===== config.mk =====
export PLATFORM = sky130hd
export DESIGN_NAME = xfer_chan_regs
export DESIGN_NICKNAME = d
export VERILOG_FILES = /design/src/rtl/chreg_pkg.sv /design/src/rtl/chreg_byte_ptr.sv /design/src/rtl/chreg_chan_bank.sv /design/src/rtl/chreg_ctrl_regs.sv /design/src/rtl/xfer_chan_regs.sv
export SDC_FILE = /design/constraint.sdc
export NUM_CORES = 1
export LEC_CHECK = 0
export ABC_AREA = 1
export BUFFER_PORTS_ARGS = -buffer_cell sky130_fd_sc_hd__buf_4
export CORE_ASPECT_RATIO = 1.25
export CORE_MARGIN = 2
export CORE_UTILIZATION = 30
export DETAILED_ROUTE_END_ITERATION = 10
export GPL_TIMING_DRIVEN = 0
export PLACE_DENSITY = 0.53
export SLEW_MARGIN = 20
export SYNTH_ARGS = -nofsm -noshare
export SYNTH_HDL_FRONTEND = slang
export SYNTH_HIERARCHICAL = 1
export SYNTH_SLANG_ARGS = --single-unit

===== constraint.sdc =====
create_clock -name clk -period 1.7 [get_ports clk]
set_input_delay 0.34 -clock clk [delete_from_list [all_inputs] [get_ports clk]]
set_output_delay 0.34 -clock clk [all_outputs]
set_load 0.02 [all_outputs]

===== src/rtl/chreg_pkg.sv =====
package chreg_pkg;

    // Byte-pointer machine states
    typedef enum logic {
        PTR_LO = 1'b0,
        PTR_HI = 1'b1
    } ptr_state_e;

    // Offset width of the host bus; offsets 0..7 are the word ports
    localparam int OFS_W = 4;

    localparam logic [OFS_W-1:0] OFS_CMD     = 4'h8;  // write: command, read: status
    localparam logic [OFS_W-1:0] OFS_REQ     = 4'h9;
    localparam logic [OFS_W-1:0] OFS_SMASK   = 4'hA;
    localparam logic [OFS_W-1:0] OFS_MODE    = 4'hB;
    localparam logic [OFS_W-1:0] OFS_CLRPTR  = 4'hC;
    localparam logic [OFS_W-1:0] OFS_MCLR    = 4'hD;  // write: master clear, read: temp (0)
    localparam logic [OFS_W-1:0] OFS_CLRMASK = 4'hE;
    localparam logic [OFS_W-1:0] OFS_ALLMASK = 4'hF;

endpackage


===== src/rtl/chreg_byte_ptr.sv =====
module chreg_byte_ptr
    import chreg_pkg::*;
(
    input  logic clk,
    input  logic rst_n,
    input  logic word_access,
    input  logic ptr_clear,
    output logic hi_sel
);

    ptr_state_e state_q, state_d;

    // State register
    always_ff @(posedge clk or negedge rst_n) begin
        if (!rst_n) state_q <= PTR_LO;
        else        state_q <= state_d;
    end

    // Transitions: clear wins, then toggle on each word-port access
    always_comb begin
        state_d = state_q;
        if (ptr_clear) begin
            state_d = PTR_LO;
        end else if (word_access) begin
            unique case (state_q)
                PTR_LO:  state_d = PTR_HI;
                PTR_HI:  state_d = PTR_LO;
                default: state_d = PTR_LO;
            endcase
        end
    end

    // Outputs
    always_comb begin
        hi_sel = (state_q == PTR_HI);
    end

    a_r3_clear_to_low: assert property (@(posedge clk) disable iff (!rst_n)
        ptr_clear |=> !hi_sel);

    a_r3_toggle_on_access: assert property (@(posedge clk) disable iff (!rst_n)
        (word_access && !ptr_clear) |=> (hi_sel != $past(hi_sel)));

    a_r12_hold_otherwise: assert property (@(posedge clk) disable iff (!rst_n)
        (!word_access && !ptr_clear) |=> $stable(hi_sel));

endmodule


===== src/rtl/chreg_chan_bank.sv =====
// Storage of one channel: base/current address and count.
// WORD_W is two bytes of DATA_W; hi_sel picks the byte lane.
module chreg_chan_bank #(
    parameter int DATA_W = 8,
    parameter int WORD_W = 2 * DATA_W
) (
    input  logic              clk,
    input  logic              rst_n,
    input  logic              hi_sel,
    input  logic [DATA_W-1:0] wdata,
    input  logic              host_addr_we,
    input  logic              host_cnt_we,
    input  logic              eng_upd,
    input  logic [WORD_W-1:0] eng_addr,
    input  logic [WORD_W-1:0] eng_cnt,
    output logic [WORD_W-1:0] base_addr,
    output logic [WORD_W-1:0] base_cnt,
    output logic [WORD_W-1:0] cur_addr,
    output logic [WORD_W-1:0] cur_cnt
);

    function automatic logic [WORD_W-1:0] put_byte(
        input logic [WORD_W-1:0] word,
        input logic              hi,
        input logic [DATA_W-1:0] b
    );
        logic [WORD_W-1:0] r;
        r = word;
        if (hi) r[WORD_W-1 -: DATA_W] = b;
        else    r[DATA_W-1:0]         = b;
        return r;
    endfunction

    logic [WORD_W-1:0] base_addr_d, base_cnt_d, cur_addr_d, cur_cnt_d;
    logic [WORD_W-1:0] cur_addr_pre, cur_cnt_pre;

    always_comb begin
        base_addr_d  = host_addr_we ? put_byte(base_addr, hi_sel, wdata) : base_addr;
        base_cnt_d   = host_cnt_we  ? put_byte(base_cnt,  hi_sel, wdata) : base_cnt;
        cur_addr_pre = eng_upd ? eng_addr : cur_addr;
        cur_cnt_pre  = eng_upd ? eng_cnt  : cur_cnt;
        cur_addr_d   = host_addr_we ? put_byte(cur_addr_pre, hi_sel, wdata) : cur_addr_pre;
        cur_cnt_d    = host_cnt_we  ? put_byte(cur_cnt_pre,  hi_sel, wdata) : cur_cnt_pre;
    end

    always_ff @(posedge clk or negedge rst_n) begin
        if (!rst_n) begin
            base_addr <= '0;
            base_cnt  <= '0;
            cur_addr  <= '0;
            cur_cnt   <= '0;
        end else begin
            base_addr <= base_addr_d;
            base_cnt  <= base_cnt_d;
            cur_addr  <= cur_addr_d;
            cur_cnt   <= cur_cnt_d;
        end
    end

    a_r11_base_addr_kept: assert property (@(posedge clk) disable iff (!rst_n)
        (eng_upd && !host_addr_we) |=> $stable(base_addr));

    a_r11_base_cnt_kept: assert property (@(posedge clk) disable iff (!rst_n)
        (eng_upd && !host_cnt_we) |=> $stable(base_cnt));

    a_r2_low_byte_mirrored: assert property (@(posedge clk) disable iff (!rst_n)
        (host_addr_we && !hi_sel) |=> (base_addr[DATA_W-1:0] == cur_addr[DATA_W-1:0]));

    a_r2_high_byte_mirrored: assert property (@(posedge clk) disable iff (!rst_n)
        (host_cnt_we && hi_sel) |=> (base_cnt[WORD_W-1 -: DATA_W] == cur_cnt[WORD_W-1 -: DATA_W]));

endmodule


===== src/rtl/chreg_ctrl_regs.sv =====
module chreg_ctrl_regs
    import chreg_pkg::*;
#(
    parameter int NUM_CH = 4,
    parameter int DATA_W = 8,
    localparam int CH_W   = $clog2(NUM_CH),
    localparam int MODE_W = DATA_W - CH_W
) (
    input  logic                     clk,
    input  logic                     rst_n,
    input  logic                     wr_en,
    input  logic [OFS_W-1:0]         offs,
    input  logic [DATA_W-1:0]        wdata,
    input  logic                     status_rd,
    input  logic [NUM_CH-1:0]        eng_tc,
    output logic [NUM_CH-1:0]        mask,
    output logic [NUM_CH*MODE_W-1:0] mode,
    output logic [DATA_W-1:0]        cmd,
    output logic [NUM_CH-1:0]        req,
    output logic [NUM_CH-1:0]        tc
);

    logic              mclr;
    logic [CH_W-1:0]   sel_ch;
    logic [NUM_CH-1:0] mask_d, req_d, tc_d;
    logic [DATA_W-1:0] cmd_d;

    assign mclr   = wr_en && (offs == OFS_MCLR);
    assign sel_ch = wdata[CH_W-1:0];

    always_comb begin
        mask_d = mask;
        req_d  = req;
        cmd_d  = cmd;
        tc_d   = (status_rd ? '0 : tc) | eng_tc;
        if (mclr) begin
            mask_d = '1;
            req_d  = '0;
            cmd_d  = '0;
            tc_d   = '0;
        end else if (wr_en) begin
            unique case (offs)
                OFS_SMASK:   mask_d[sel_ch] = wdata[CH_W];
                OFS_CLRMASK: mask_d = '0;
                OFS_ALLMASK: mask_d = wdata[NUM_CH-1:0];
                OFS_REQ:     req_d[sel_ch] = wdata[CH_W];
                OFS_CMD:     cmd_d = wdata;
                default:     ;
            endcase
        end
    end

    always_ff @(posedge clk or negedge rst_n) begin
        if (!rst_n) begin
            mask <= '1;
            req  <= '0;
            cmd  <= '0;
            tc   <= '0;
        end else begin
            mask <= mask_d;
            req  <= req_d;
            cmd  <= cmd_d;
            tc   <= tc_d;
        end
    end

    // Per-channel mode fields
    for (genvar ch = 0; ch < NUM_CH; ch++) begin : g_mode
        always_ff @(posedge clk or negedge rst_n) begin
            if (!rst_n) begin
                mode[ch*MODE_W +: MODE_W] <= '0;
            end else if (wr_en && (offs == OFS_MODE) && (sel_ch == CH_W'(ch))) begin
                mode[ch*MODE_W +: MODE_W] <= wdata[DATA_W-1:CH_W];
            end
        end
    end

    a_r10_master_clear: assert property (@(posedge clk) disable iff (!rst_n)
        mclr |=> (mask == '1 && cmd == '0 && req == '0 && tc == '0));

    a_r6_clear_all_masks: assert property (@(posedge clk) disable iff (!rst_n)
        (wr_en && offs == OFS_CLRMASK) |=> (mask == '0));

    a_r5_single_mask: assert property (@(posedge clk) disable iff (!rst_n)
        (wr_en && offs == OFS_SMASK) |=> (mask[$past(sel_ch)] == $past(wdata[CH_W])));

    a_r9_tc_sticky_set: assert property (@(posedge clk) disable iff (!rst_n)
        ((|eng_tc) && !mclr) |=> ((tc & $past(eng_tc)) == $past(eng_tc)));

    a_r9_tc_read_clears: assert property (@(posedge clk) disable iff (!rst_n)
        (status_rd && eng_tc == '0) |=> (tc == '0));

endmodule


===== src/rtl/xfer_chan_regs.sv =====
// Offsets assume four channels: word ports at 0..7, control at 8..F.
module xfer_chan_regs
    import chreg_pkg::*;
#(
    parameter int NUM_CH = 4,
    parameter int DATA_W = 8,
    localparam int WORD_W = 2 * DATA_W,
    localparam int CH_W   = $clog2(NUM_CH),
    localparam int MODE_W = DATA_W - CH_W
) (
    input  logic                     clk,
    input  logic                     rst_n,
    input  logic [OFS_W-1:0]         io_offs,
    input  logic                     io_wr,
    input  logic                     io_rd,
    input  logic [DATA_W-1:0]        io_wdata,
    output logic [DATA_W-1:0]        io_rdata,
    input  logic                     eng_upd,
    input  logic [CH_W-1:0]          eng_chan,
    input  logic [WORD_W-1:0]        eng_addr,
    input  logic [WORD_W-1:0]        eng_count,
    input  logic [NUM_CH-1:0]        eng_tc,
    output logic [NUM_CH*WORD_W-1:0] base_addr_o,
    output logic [NUM_CH*WORD_W-1:0] base_count_o,
    output logic [NUM_CH*WORD_W-1:0] cur_addr_o,
    output logic [NUM_CH*WORD_W-1:0] cur_count_o,
    output logic [NUM_CH*MODE_W-1:0] chan_mode_o,
    output logic [NUM_CH-1:0]        chan_mask_o,
    output logic [DATA_W-1:0]        cmd_o,
    output logic [NUM_CH-1:0]        sw_req_o
);

    // Access decode; a write takes precedence over a read in the same cycle
    logic            wr_en, rd_en, is_word, word_access, ptr_clear, status_rd;
    logic [CH_W-1:0] word_ch;
    logic            word_is_cnt;
    logic            hi_sel;

    assign wr_en       = io_wr;
    assign rd_en       = io_rd && !io_wr;
    assign is_word     = !io_offs[OFS_W-1];
    assign word_ch     = io_offs[CH_W:1];
    assign word_is_cnt = io_offs[0];
    assign word_access = (wr_en || rd_en) && is_word;
    assign ptr_clear   = wr_en && ((io_offs == OFS_CLRPTR) || (io_offs == OFS_MCLR));
    assign status_rd   = rd_en && (io_offs == OFS_CMD);

    chreg_byte_ptr u_ptr (
        .clk         (clk),
        .rst_n       (rst_n),
        .word_access (word_access),
        .ptr_clear   (ptr_clear),
        .hi_sel      (hi_sel)
    );

    logic [WORD_W-1:0] cur_addr_a [NUM_CH];
    logic [WORD_W-1:0] cur_cnt_a  [NUM_CH];

    for (genvar ch = 0; ch < NUM_CH; ch++) begin : g_chan
        logic hit;
        logic [WORD_W-1:0] b_addr, b_cnt, c_addr, c_cnt;

        assign hit = wr_en && is_word && (word_ch == CH_W'(ch));

        chreg_chan_bank #(
            .DATA_W (DATA_W),
            .WORD_W (WORD_W)
        ) u_bank (
            .clk          (clk),
            .rst_n        (rst_n),
            .hi_sel       (hi_sel),
            .wdata        (io_wdata),
            .host_addr_we (hit && !word_is_cnt),
            .host_cnt_we  (hit && word_is_cnt),
            .eng_upd      (eng_upd && (eng_chan == CH_W'(ch))),
            .eng_addr     (eng_addr),
            .eng_cnt      (eng_count),
            .base_addr    (b_addr),
            .base_cnt     (b_cnt),
            .cur_addr     (c_addr),
            .cur_cnt      (c_cnt)
        );

        assign base_addr_o [ch*WORD_W +: WORD_W] = b_addr;
        assign base_count_o[ch*WORD_W +: WORD_W] = b_cnt;
        assign cur_addr_o  [ch*WORD_W +: WORD_W] = c_addr;
        assign cur_count_o [ch*WORD_W +: WORD_W] = c_cnt;
        assign cur_addr_a[ch] = c_addr;
        assign cur_cnt_a[ch]  = c_cnt;
    end

    logic [NUM_CH-1:0] tc_bits;

    chreg_ctrl_regs #(
        .NUM_CH (NUM_CH),
        .DATA_W (DATA_W)
    ) u_ctrl (
        .clk       (clk),
        .rst_n     (rst_n),
        .wr_en     (wr_en),
        .offs      (io_offs),
        .wdata     (io_wdata),
        .status_rd (status_rd),
        .eng_tc    (eng_tc),
        .mask      (chan_mask_o),
        .mode      (chan_mode_o),
        .cmd       (cmd_o),
        .req       (sw_req_o),
        .tc        (tc_bits)
    );

    // Read multiplexer, registered
    logic [WORD_W-1:0] rd_word;
    logic [DATA_W-1:0] rd_byte;

    always_comb begin
        rd_word = word_is_cnt ? cur_cnt_a[word_ch] : cur_addr_a[word_ch];
        rd_byte = '0;
        if (is_word) begin
            rd_byte = hi_sel ? rd_word[WORD_W-1 -: DATA_W] : rd_word[DATA_W-1:0];
        end else if (io_offs == OFS_CMD) begin
            rd_byte = {sw_req_o, tc_bits};
        end
    end

    always_ff @(posedge clk or negedge rst_n) begin
        if (!rst_n)     io_rdata <= '0;
        else if (rd_en) io_rdata <= rd_byte;
    end

    a_r12_temp_reads_zero: assert property (@(posedge clk) disable iff (!rst_n)
        (rd_en && io_offs == OFS_MCLR) |=> (io_rdata == '0));

    a_r4_rdata_held: assert property (@(posedge clk) disable iff (!rst_n)
        !rd_en |=> $stable(io_rdata));

endmodule


* Yosys cells after proc, flatten, opt, wreduce, memory -nomap -nowiden
Index checks and enable logic that the tools add are counted.
** Operators by class
- Reductions and logical operators :: 60
- Bitwise logic cells :: 3
- Multiplexer cells :: 60
- Equality and inequality tests :: 17
- Magnitude comparators :: 3
** Operators by type and width (number)
- 16-bit two-way mux :: 21
- 8-bit two-way mux :: 22
- 16-bit binary-select mux with 2-bit select :: 2
- 2-bit AND reduction :: 19
- 4-bit equality test, second input constant :: 8
- 1-bit logical AND :: 28
- 4-bit two-way mux :: 7
- 2-bit equality test, second input constant :: 6
- 4-bit case mux with 3 select lines :: 1
- 4-bit bitwise mux :: 2
- 2-bit nonzero test :: 4
- 2-bit by 1-bit equality test with 1-bit output, second input constant :: 3
- 2-bit zero test :: 3
- 4-bit OR :: 1
- 4-bit nonzero test :: 1
- 3-bit >= comparator, second input constant :: 1
- 1-bit zero test :: 3
- 2-bit by 3-bit < comparator with 1-bit output, second input constant :: 1
- 1-bit two-way mux :: 3
- 2-bit inverter with 3-bit output :: 1
- 1-bit demux with 2-bit select :: 1
- 2-bit by 1-bit >= comparator with 1-bit output, second input constant :: 1
- 1-bit logical OR :: 2
- 1-bit case mux with 2 select lines :: 1
- 1-bit inverter :: 1
** Storage, ports and cells
- Output and inout bits :: 304
- Register bits :: 309
- Input port bits :: 55
- Logic and storage cells :: 177

* Longest topological paths before layout
- Word-level depth :: 8
- Depth in mapped cells :: 11
- Gate-level depth less buffers :: 9

* Hierarchy
Netlist, hierarchy kept.
** Modules (own cells, without submodules)
- chreg_chan_bank :: cells each 370, area an instance 2870.3 um^2, times used 4, sequential area each 1601.5 um^2
- chreg_ctrl_regs :: cells each 223, area an instance 2033.2 um^2, times used 1, sequential area each 1106.1 um^2
- xfer_chan_regs :: cells each 404, area an instance 1851.8 um^2, times used 1, sequential area each 200.2 um^2
- chreg_byte_ptr :: cells each 6, area an instance 43.8 um^2, times used 1, sequential area each 25.0 um^2

* Least setup slack after synthesis
Ideal clock, no wire load.
- Path type :: in2reg
- From :: input port io_offs[2]
- To :: register g_chan[3].u_bank.cur_cnt[12]
- Required time :: 1.583 ns
- Cell stages on the path :: 8
- Arrival :: 1.642 ns
- Library setup time :: 0.117 ns
- Slack :: -0.059 ns
- Cells stage by stage :: buf_2 -> buf_2 -> nand2_1 -> nor3_1 -> nand2_2 -> buf_6 -> nand3_1 -> nand2_1
** Between the ends
- Longest elaborated chain between the ends :: 4
** Ends and longest elaborated chain
- from (decl) :: RTL line xfer_chan_regs.sv:13 : input logic [OFS_W-1:0] io_offs,
- 2-bit equality test :: RTL line xfer_chan_regs.sv:63 : assign hit = wr_en && is_word && (word_ch == CH_W'(ch));
- 1-bit logical AND :: RTL line xfer_chan_regs.sv:63
- 1-bit logical AND :: RTL line xfer_chan_regs.sv:74 : .host_cnt_we (hit && word_is_cnt),
- 16-bit two-way mux :: RTL line chreg_chan_bank.sv:43 : cur_cnt_d = host_cnt_we ? put_byte(cur_cnt_pre, hi_sel, wdata) : cur_cnt_pre;
- via g_chan[3].u_bank.cur_cnt_d[12] :: RTL line chreg_chan_bank.sv:34 : logic [WORD_W-1:0] base_addr_d, base_cnt_d, cur_addr_d, cur_cnt_d;
- to (signal assigned) :: RTL line chreg_chan_bank.sv:56 : cur_cnt <= cur_cnt_d;
- to (decl) :: RTL line chreg_chan_bank.sv:19 : output logic [WORD_W-1:0] cur_cnt
The timed path passes the listed nets, and every way through them passes these cells.
A chain may end at the register's enable or synchronous reset.

* Worst setup path after layout
- From :: input port io_offs[1]
- To :: register g_chan[0].u_bank.cur_addr[9]
** Between the ends
- Longest elaborated chain between the ends :: 4
** Ends and longest elaborated chain
- 2-bit zero test :: RTL line xfer_chan_regs.sv:63
- 1-bit logical AND :: RTL line xfer_chan_regs.sv:63
- 1-bit logical AND :: RTL line xfer_chan_regs.sv:73 : .host_addr_we (hit && !word_is_cnt),
- 16-bit two-way mux :: RTL line chreg_chan_bank.sv:42 : cur_addr_d = host_addr_we ? put_byte(cur_addr_pre, hi_sel, wdata) : cur_addr_pre;
- via g_chan[0].u_bank.cur_addr_d[9] :: RTL line chreg_chan_bank.sv:34
- to (signal assigned) :: RTL line chreg_chan_bank.sv:55 : cur_addr <= cur_addr_d;
- to (decl) :: RTL line chreg_chan_bank.sv:18 : output logic [WORD_W-1:0] cur_addr,
The timed path passes the listed nets, and every way through them passes these cells.

==> summary.txt <==
Status
  • Status: finished clean

GRT
  • Overflow after GRT: 0
  • Largest net degree at the start of global routing: 96
  • Initial antenna violation count: 2
  • First-pass GRT wire length: 97,010 µm
  • Vias in the first global route: 14,859
  • Global Route Usage Sum: 24.83%

STA
  • Worst Skew: 0.01357 ns
  • Max_slew headroom: 54.03%
  • Least-Margin Pin Slew: 0.6843 ns
  • Max Transition Viols Final: 0
  • RSZ-0062 raised after global routing: true
  • Final Setup Violations: 0
  • Hold Vio Cnt, Final: 0
  • Max frequency: 0.5902 GHz
  • Crit path time final: 1.694 ns
  • Final worst-path cycle share: 99.67%
  • Hold slack: 0.02613 ns
  • TNS Setup: 0 ns

Route
  • Via Count: 14,981
  • Avg WL per Cell: 20.63 µm
  • Post-DRT Antenna Nets: 0
  • Detailed Routing Iterations Pass 1: 7
  • Vias per cell: 4.683
  • Final WL: 66,010 µm
  • DRC: 0
  • Starting DRT DRC Count: 1,137

Finish
  • Most frequent cells in the layout: 1,129 x nand2_1, 366 x buf_4, 304 x dfrtp_1
  • NumNets Final: 2,571
  • Final instance area: 20,270 µm²
  • Leading cell type in the layout, fill and taps excluded: nand2_1
  • Fraction of layout cells with a size suffix above 1: 22.80%
  • Area Overhead vs Synth: 31.54%
  • Fillers: 5,336

Yosys
  • Synth Area in Simple Gates: 36.07%
  • Register area share after synthesis: 50.21%
  • Synth area leaders: dfrtp_1 50%, nand2_1 28%, inv_1 6.5%
  • Largest family of logic cells by synthesized area: simple AND/OR/NAND/NOR gates
  • Post-Syn Instances: 2,113
  • Yosys cell types: 27
  • FF+latch count, synth: 309
  • Mux contribution to synthesized area: 0%
  • Synth area leader: dfrtp_1
  • Yosys warning count: 6
  • Mapped Area: 15,410 µm²
  • Compound-Gate Fraction of Synth Area: 2.460%
  • Mean area per synthesized cell: 7.293 µm²
  • Xor-xnor portion of the synthesized cell area: 0%
  • Adder-Cell Fraction of Synth Area: 0%
  • Syn nets: 2,168
  • Top cell type's share of synthesized area: 49.53%

Pwr
  • Switching fraction of total power: 37.21%
  • Clk pwr share: 28.8%
  • P per Cell Area: 1334 nW/µm²
  • Sw Pwr: 10,060 µW
  • Internal Pwr Total: 16,970 µW
  • LEAKAGE: 0.01216 µW
  • Sequential share of power: 38.9%
  • VDD IR max: 0.0007052 V
  • Comb pwr share: 32.3%

Critical path
  • Crit-path max FO: 10
  • Worst R2R End: io_rdata[3]
  • CP Class: in2reg
  • Critical Path AT: 2.18 ns
  • Endpoint type of the worst setup path: register
  • Worst EP required: 2.19 ns
  • Worst R2R Setup Slack: 0.14 ns
  • Register-to-Register Path Depth: 6
  • Worst reg2reg startpoint: u_ptr/hi_sel
  • Startpoint Class: primary input

CTS
  • Root Driver: clkbuf_16
  • Clock-pin slew on the worst setup and hold paths: 0.06 ns
  • CTS tree: built
  • Sink Count: 309
  • Clk_lat worst skew: 0.55 ns
  • H-tree depth: 2
  • CTS Buf Count: 36
  • CTS max path bufs: 3

Placed design
  • Final HPWL DP: 50,120 µm
  • Port bufs: 358
  • Dpl cell area: 19,030 µm²
  • GPL Wtd Cong: 0.9012

Flow run
  • MaxCap Viol Count: 0

Die
  • Num ports: 359
  • Core ar.: 50,650 µm²
  • Rows: 92
  • Die height: 257.4 µm
  • Initial Util: 30.42%
  • Total die area: 53,210 µm²
  • Overall die width: 206.7 µm

Worst hold path
  • Hold Startpoint: eng_tc[3]
  • Worst Hold Class: in2reg
  • Hold depth: 3
  • Worst Hold Path EP: u_ctrl/tc[3]
==> through the flow <==
stage / utilization [%] / instances / total power (µW) / setup slack (ns)
global route: 40.02 / 3199 / 28540 / -0.08162
detailed placement: 37.57 / 3132 / 19410 / -0.6584
global placement: 37.40 / 3129 / 19310 / -2.652
floorplan: - / 2113 / 14730 / -0.05911
CTS: 40.00 / 3197 / 27360 / 0.01312
finish: 40.02 / 3199 / 27030 / 0.005532
==> cell type report <==
cell class | instances | area, µm² | area share [%]
Sequential cell | 309 | 7739 | 38.18
Multi-Input combinational cell | 1432 | 5972 | 29.46
Timing Repair Buffer | 365 | 2823 | 13.93
Inverter | 295 | 1107 | 5.463
Clock buffer | 51 | 1079 | 5.321
Tap cell | 658 | 823.3 | 4.062
Buffer | 77 | 629.4 | 3.105
Clock inverter | 10 | 92.59 | 0.4568
Antenna cell | 2 | 5.005 | 0.02469
==> power by group through the flow <==
stage / Clock [µW] / Sequential [µW] / Combinational, µW
after floorplan: 0 / 12100 / 2600
after global placement: 0 / 10600 / 8680
after detailed placement: 0 / 10600 / 8790
after CTS: 8000 / 10500 / 8840
after global routing: 8330 / 10700 / 9510
final: 7780 / 10500 / 8740
==> logic make-up after synthesis <==
| kind of cell | Yosys count |
|---|---|
| and+or+nand+nor | 1378 |
| buffers and inverters | 372 |
| DFF | 309 |
| AOI/OAI and AO/OA | 54 |
==> cell usage after synthesis <==
master / instances
nand2_1: 1129
dfrtp_1: 305
inv_1: 267
nand3_1: 191
buf_6: 36
buf_2: 28
inv_2: 27
o21ai_2: 18
nor2_1: 15
nand2_2: 14
nor3_1: 13
buf_4: 9
nand2_4: 9
o21ai_0: 9
a22oi_1: 8
o21ai_1: 7
nor2_2: 5
o21a_1: 5
dfstp_2: 4
a21oi_1: 3
buf_1: 2
clkbuf_1: 2
nor2_4: 2
o31ai_1: 2
clkinv_1: 1
o211ai_1: 1
o22ai_1: 1
==> critical path: stages <==
cell and delay, ns:
buf_4 0.16, buf_4 0.20, nor2_2 0.19, inv_1 0.09, nor3_1 0.48, nand2_2 0.29, inv_2 0.19, nand2_1 0.12
nand2_1 0.10
==> layer usage <==
layer / global-route usage (%) / vias up / part of all wire, %
met3: 3.837 / 116 / 5.5
li1: - / 7174 / -
met4: 8.491 / 0 / 3.4
met5: 0 / - / 0
met2: 42.26 / 498 / 49
met1: 31.88 / 7193 / 42
==> registers in the layout, summed over array words and instances (netlist names) <==
signal and cells:
u_ptr/hi_sel 1, g_chan.u_bank/cur_cnt 64, u_ctrl/cmd 8, g_chan.u_bank/base_addr 64, u_ctrl/tc 4, g_chan.u_bank/cur_addr 64
g_chan.u_bank/base_cnt 64, u_ctrl/mode 24, io_rdata 8, u_ctrl/mask 4, u_ctrl/req 4
==> repair_timing <==
action | CTS | global route
setup endpoints to repair | 47 | 129
hold buffers | 4 | 0
setup buffers | 0 | 0
hold endpoints to repair | 72 | 0
resized for setup | 5 | 1
==> worst max path at each step <==
stage,startpoint,endpoint,slack (ns)
6_report,io_offs[1],g_chan[0].u_bank/cur_addr[9],0.006
5_1_grt,io_offs[2],g_chan[2].u_bank/cur_cnt[14],-0.08
4_1_cts,io_offs[1],g_chan[0].u_bank/cur_addr[9],0.01
3_5_place_dp,io_offs[2],g_chan[3].u_bank/cur_addr[12],-0.66
3_3_place_gp,rst_n,io_rdata[3],-2.65
2_1_floorplan,io_offs[2],g_chan[3].u_bank/cur_cnt[12],-0.06
(Power assumes the default switching activity.)
